--- src/rtl/uld_pkg.sv ---
package uld_pkg;
  localparam int unsigned DEF_NUM_CH      = 12;
  localparam int unsigned DEF_DELAY_TICKS = 350;

  typedef enum logic [1:0] {
    TMR_IDLE   = 2'd0,
    TMR_COUNT  = 2'd1,
    TMR_EXPIRE = 2'd2
  } tmr_event_e;
endpackage

--- src/rtl/uld_qualify.sv ---
module uld_qualify #(
  parameter int unsigned NUM_CH = 12
) (
  input  logic [NUM_CH-1:0] sw_on,
  input  logic [NUM_CH-1:0] under_cur,
  input  logic [NUM_CH-1:0] tripped,
  output logic [NUM_CH-1:0] qual,
  output logic              any_qual
);
  for (genvar g = 0; g < NUM_CH; g++) begin : g_ch
    assign qual[g] = under_cur[g] & sw_on[g] & ~tripped[g];
  end
  assign any_qual = |qual;
endmodule

--- src/rtl/uld_delay_timer.sv ---
module uld_delay_timer
  import uld_pkg::*;
#(
  parameter int unsigned DELAY_TICKS = 350
) (
  input  logic clk,
  input  logic rst_n,
  input  logic clear,
  input  logic any_qual,
  input  logic tick,
  output logic expire
);
  localparam int unsigned CNT_W = (DELAY_TICKS < 2) ? 1 : $clog2(DELAY_TICKS);
  localparam logic [CNT_W-1:0] LAST = CNT_W'(DELAY_TICKS - 1);

  logic [CNT_W-1:0] cnt_q;
  tmr_event_e       evt;

  always_comb begin
    if (clear || !any_qual)        evt = TMR_IDLE;
    else if (tick && cnt_q == LAST) evt = TMR_EXPIRE;
    else                            evt = TMR_COUNT;
  end

  assign expire = (evt == TMR_EXPIRE);

  always_ff @(posedge clk or negedge rst_n) begin
    if (!rst_n) cnt_q <= '0;
    else begin
      unique case (evt)
        TMR_IDLE, TMR_EXPIRE: cnt_q <= '0;
        TMR_COUNT:            if (tick) cnt_q <= cnt_q + 1'b1;
        default:              cnt_q <= '0;
      endcase
    end
  end
endmodule

--- src/rtl/uld_latch_bank.sv ---
module uld_latch_bank #(
  parameter int unsigned NUM_CH = 12
) (
  input  logic              clk,
  input  logic              rst_n,
  input  logic              clear,
  input  logic              expire,
  input  logic              shutdown_en,
  input  logic [NUM_CH-1:0] qual,
  output logic [NUM_CH-1:0] tripped,
  output logic              flag
);
  for (genvar g = 0; g < NUM_CH; g++) begin : g_lat
    always_ff @(posedge clk or negedge rst_n) begin
      if (!rst_n)                                  tripped[g] <= 1'b0;
      else if (clear)                              tripped[g] <= 1'b0;
      else if (expire && shutdown_en && qual[g])   tripped[g] <= 1'b1;
    end
  end

  always_ff @(posedge clk or negedge rst_n) begin
    if (!rst_n)      flag <= 1'b0;
    else if (clear)  flag <= 1'b0;
    else if (expire) flag <= 1'b1;
  end
endmodule

--- src/rtl/uld_shared_timer.sv ---
module uld_shared_timer
  import uld_pkg::*;
#(
  parameter int unsigned NUM_CH      = DEF_NUM_CH,
  parameter int unsigned DELAY_TICKS = DEF_DELAY_TICKS
) (
  input  logic              clk,
  input  logic              rst_n,
  input  logic              enable,
  input  logic              tick,
  input  logic              status_rst,
  input  logic              shutdown_en,
  input  logic [NUM_CH-1:0] sw_on,
  input  logic [NUM_CH-1:0] under_cur,
  output logic [NUM_CH-1:0] trip_off,
  output logic              uld_flag
);
  logic [NUM_CH-1:0] qual;
  logic              any_qual;
  logic              expire;
  logic              clear;

  assign clear = status_rst | ~enable;

  uld_qualify #(.NUM_CH(NUM_CH)) u_qual (
    .sw_on(sw_on), .under_cur(under_cur), .tripped(trip_off),
    .qual(qual), .any_qual(any_qual)
  );

  uld_delay_timer #(.DELAY_TICKS(DELAY_TICKS)) u_tmr (
    .clk(clk), .rst_n(rst_n), .clear(clear), .any_qual(any_qual),
    .tick(tick), .expire(expire)
  );

  uld_latch_bank #(.NUM_CH(NUM_CH)) u_lat (
    .clk(clk), .rst_n(rst_n), .clear(clear), .expire(expire),
    .shutdown_en(shutdown_en), .qual(qual), .tripped(trip_off),
    .flag(uld_flag)
  );
endmodule

--- config.mk ---
export PLATFORM = sky130hd
export DESIGN_NAME = uld_shared_timer
export DESIGN_NICKNAME = d
export VERILOG_FILES = /design/src/rtl/uld_pkg.sv /design/src/rtl/uld_qualify.sv /design/src/rtl/uld_delay_timer.sv /design/src/rtl/uld_latch_bank.sv /design/src/rtl/uld_shared_timer.sv
export SDC_FILE = /design/constraint.sdc
export NUM_CORES = 1
export LEC_CHECK = 0
export ABC_AREA = 1
export BUFFER_PORTS_ARGS = -buffer_cell sky130_fd_sc_hd__buf_2
export CORE_MARGIN = 2
export CORE_UTILIZATION = 55
export DETAILED_ROUTE_END_ITERATION = 12
export GPL_TIMING_DRIVEN = 0
export PLACE_DENSITY = 0.85
export SLEW_MARGIN = 40
export SYNTH_ARGS = -nofsm -noshare
export SYNTH_HDL_FRONTEND = slang
export SYNTH_HIERARCHICAL = 1
export SYNTH_SLANG_ARGS = --single-unit
--- constraint.sdc ---
create_clock -name clk -period 2.7 [get_ports clk]
set_clock_uncertainty 0.15 [all_clocks]
set_input_delay 0 -clock clk [delete_from_list [all_inputs] [get_ports clk]]
set_output_delay 0 -clock clk [all_outputs]
set_load 0.02 [all_outputs]
==> results by group <==
Worst setup path
  – CP most frequent cell: nand3_1
  – CP cell instances: nand3b_1 -> nand2_1 -> nor2_1 -> nand3_1 -> inv_1 -> nor3_2 -> nand3_1 -> a21oi_1 -> dlygate4sd3_1
  – Worst Setup Start Kind: flop
  – CP peak stage delay: between 0.5 and 0.6 ns
  – Max stage delay cell, worst path: dlygate4sd3_1
  – Largest fanout on the critical path: 4
  – Crit path kind: flop to flop
  – Critical Path Sink Type: flop
  – Buf/Inv on CP: 2
  – Crit path max-delay family: simple AND/OR/NAND/NOR gates
  – CP required: around 2.8 ns
  – WP data arrival: 2.40 ns

Finish
  – Fin nets: 289
  – Synth-to-layout area growth: 39.1%
  – Design area: between 1500 and 2000 um^2
  – Share of layout cells above drive strength 1: 0.302
  – # diodes: 0

Synth
  – Post-synthesis register bit count: 22
  – Yosys warnings: 6
  – Mapped Nets: 214
  – Distinct cell type count of the synthesized netlist: 22
  – Sequential fraction of the synthesis area: 0.387
  – Post-Syn Area: ~1400 um^2
  – Post-Syn Area per Cell: 7.81 um^2
  – Mapped Cells: around 180

Floorplan
  – Die area: 3010 um^2
  – Die W: about 55 um
  – Initial core utilization: 0.579
  – Core area: approximately 2500 um^2
  – FP Rows: 18
  – Die height: between 50 and 60 um
  – Top Ports: 43

CTS
  – Clk pin slew, worst setup/hold paths: between 0.1 and 0.15 ns
  – CTS root buffer: clkbuf_4
  – # Post-CTS Setup Buffers: 0
  – H-Tree Depth: 1
  – Worst-Skew Late Latency: approximately 0.30 ns
  – Sink Count: 22
  – Clock buffer depth: 2
  – CTS tree: done
  – Number of buffers created by CTS: 3

Timing
  – Worst-Margin Slew: ~0.5 ns
  – Final period util: 0.853
  – Worst slew margin: 0.676
  – Max Slew Vio Count: 0
  – Final setup TNS: 0 ns
  – Setup violations, final: 0
  – Clock period minus worst slack: ~2.3 ns
  – Fmax: roughly 430 MHz
  – Hold Fails Final Rpt: 0
  – RSZ-0062 raised after global routing: false

Routing
  – DRT Pass-1 Iters: 4
  – Vias: roughly 1400
  – WL final: about 3800 um
  – Routed Antenna Nets: 0
  – DRC: 0
  – DR WL/cell: roughly 13 um
  – Starting DRT DRC Count: 53
  – Vias/cell: 5.06

Power and ir drop
  – Lkg Pwr: a little under 0.001 uW
  – Pwr Total: between 500 and 600 uW
  – Peak supply drop: 292 uV
  – Pwr/cell area: ~300 nW/um^2

Min path
  – HP Class: input port to async pin

Place
  – GP Congestion: between 0.8 and 0.9
  – Post-DP HPWL: ~2300 um
  – Post-place instance area: around 1700 um^2
  – PortBufs: 41

Global route
  – Vias in the first global route: around 1500
  – Largest net degree at the start of global routing: 23
  – First-pass GRT wire length: 6300 um
  – Initial antenna violation count: 0
  – GRT Total Usage: 0.300
  – GR Overflow Total: 0

Run status
  – Status: complete, no violations

Run
  – Max Cap Violations: 0
==> layout make-up <==
| cell class | instances | area [um^2] |
|---|---|---|
| clock buffer | 3 | 22.5 |
| sequential | 22 | 551 |
| inverter | 49 | 184 |
| tap | 30 | 37.5 |
| timing repair buffer | 70 | 495 |
| buffer | 4 | 41.3 |
| multi-input combinational | 107 | 646 |
| fill | 159 | 478 |
==> routing by layer <==
layer  routed length (um)  share of wire  global-route usage
met1                 1430           0.38               0.343
met2                 2140           0.57               0.567
met3                  142          0.038              0.0273
met4                   43          0.011               0.108
met5                    0              0                   0
==> path summary, 6_finish.rpt <==
| path | from | end | slack (ns) | depth (start not counted) |
|---|---|---|---|---|
| worst max-delay path | u_lat/tripped[0]$_DFFE_PN0P_ | u_lat/tripped[9]$_DFFE_PN0P_ | 0.40 | 9 |
| worst min-delay path | rst_n | u_lat/tripped[7]$_DFFE_PN0P_ | 0.03 | 2 |
| worst max register to register | u_lat/tripped[0]$_DFFE_PN0P_ | u_lat/tripped[9]$_DFFE_PN0P_ | 0.40 | 9 |
| worst min register to register | u_lat/flag$_DFFE_PN0P_ | u_lat/flag$_DFFE_PN0P_ | 0.38 | 2 |
| max in group asynchronous | rst_n | u_tmr/cnt_q[6]$_DFFE_PN0P_ | 2.04 | 2 |
| min in group clk | enable | u_tmr/cnt_q[0]$_DFFE_PN0P_ | 0.09 | 5 |
==> metrics by stage <==
step	util	worst slack [ns]	std cells	hold WS (ns)
after detailed placement	0.678	0.841	253	-0.161
after CTS	0.805	0.470	285	0.0294
after floorplan	-	0.977	182	-0.446
final	0.805	0.397	285	0.0260
after global placement	0.678	0.893	253	-0.162
after global routing	0.805	0.259	285	0.0427
==> cell families (layout without fill, tap and decap cells) <==
group / after synthesis / count (layout) / share of synthesized area
DFF: 22 / 22 / 0.387
and+or+nand+nor: 90 / 90 / 0.379
AOI/OAI and AO/OA: 13 / 13 / 0.0458
buffers and inverters: 53 / 126 / 0.158
adders and majority gates: 2 / 2 / 0.0176
xor gates and xnor gates: 2 / 2 / 0.0123
==> state kept, by name, summed over array words and instances, names as in the netlist <==
register       count
u_lat/tripped     12
u_tmr/cnt_q        9
u_lat/flag         1
==> Yosys cell counts <==
library cell | instances | area share
nand2_2 | 4 | 0.018
inv_2 | 1 | 0.0026
clkbuf_8 | 1 | 0.0097
nand2_8 | 1 | 0.014
ha_1 | 2 | 0.018
nand3_2 | 7 | 0.049
xnor2_1 | 2 | 0.012
nand2_1 | 26 | 0.069
nor2_1 | 10 | 0.026
nand4_1 | 6 | 0.026
nor2_4 | 3 | 0.024
nor2_2 | 9 | 0.040
nand3b_1 | 1 | 0.0053
nand3b_4 | 1 | 0.014
dfrtp_1 | 22 | 0.39
buf_2 | 1 | 0.0035
buf_6 | 2 | 0.016
nor3_2 | 2 | 0.014
a21oi_1 | 13 | 0.046
inv_1 | 48 | 0.13
nand3_1 | 19 | 0.067
nand3_4 | 1 | 0.012
==> cells in the final DEF (no fill, tap or decap) <==
cell type      synthesis  routed
nand3_2                7       7
dlygate4sd3_1          0      29
clkbuf_4               0       3
inv_2                  1       1
nor2_2                 9       9
buf_6                  2       2
nand3b_4               1       1
nor3_2                 2       2
nor2_4                 3       3
xnor2_1                2       2
buf_2                  1      42
nand2_8                1       1
nand3b_1               1       1
ha_1                   2       2
inv_1                 48      48
dfrtp_1               22      22
nand2_1               26      26
nand4_1                6       6
clkbuf_8               1       1
nand3_4                1       1
nand2_2                4       4
a21oi_1               13      13
nand3_1               19      19
nor2_1                10      10
==> worst reg2reg max path, stage by stage, from the launching register on <==
cell           delay [ns]
dfrtp_1              0.42
nand3b_1             0.21
nand2_1              0.09
nor2_1               0.05
nand3_1              0.11
inv_1                0.10
nor3_2               0.30
nand3_1              0.12
a21oi_1              0.14
dlygate4sd3_1        0.57
==> timing repair <==
item / in CTS / in global routing
resized for setup: 0 / 0
hold endpoints to repair: 40 / 0
hold buffers: 29 / 0
==> where the power goes <==
group | switching (uW) | internal (uW)
sequential | 1.75 | 330
clock | 97.4 | 52.1
combinational | 52.6 | 57.0
total | 152 | 439
(Power assumes the default switching activity.)
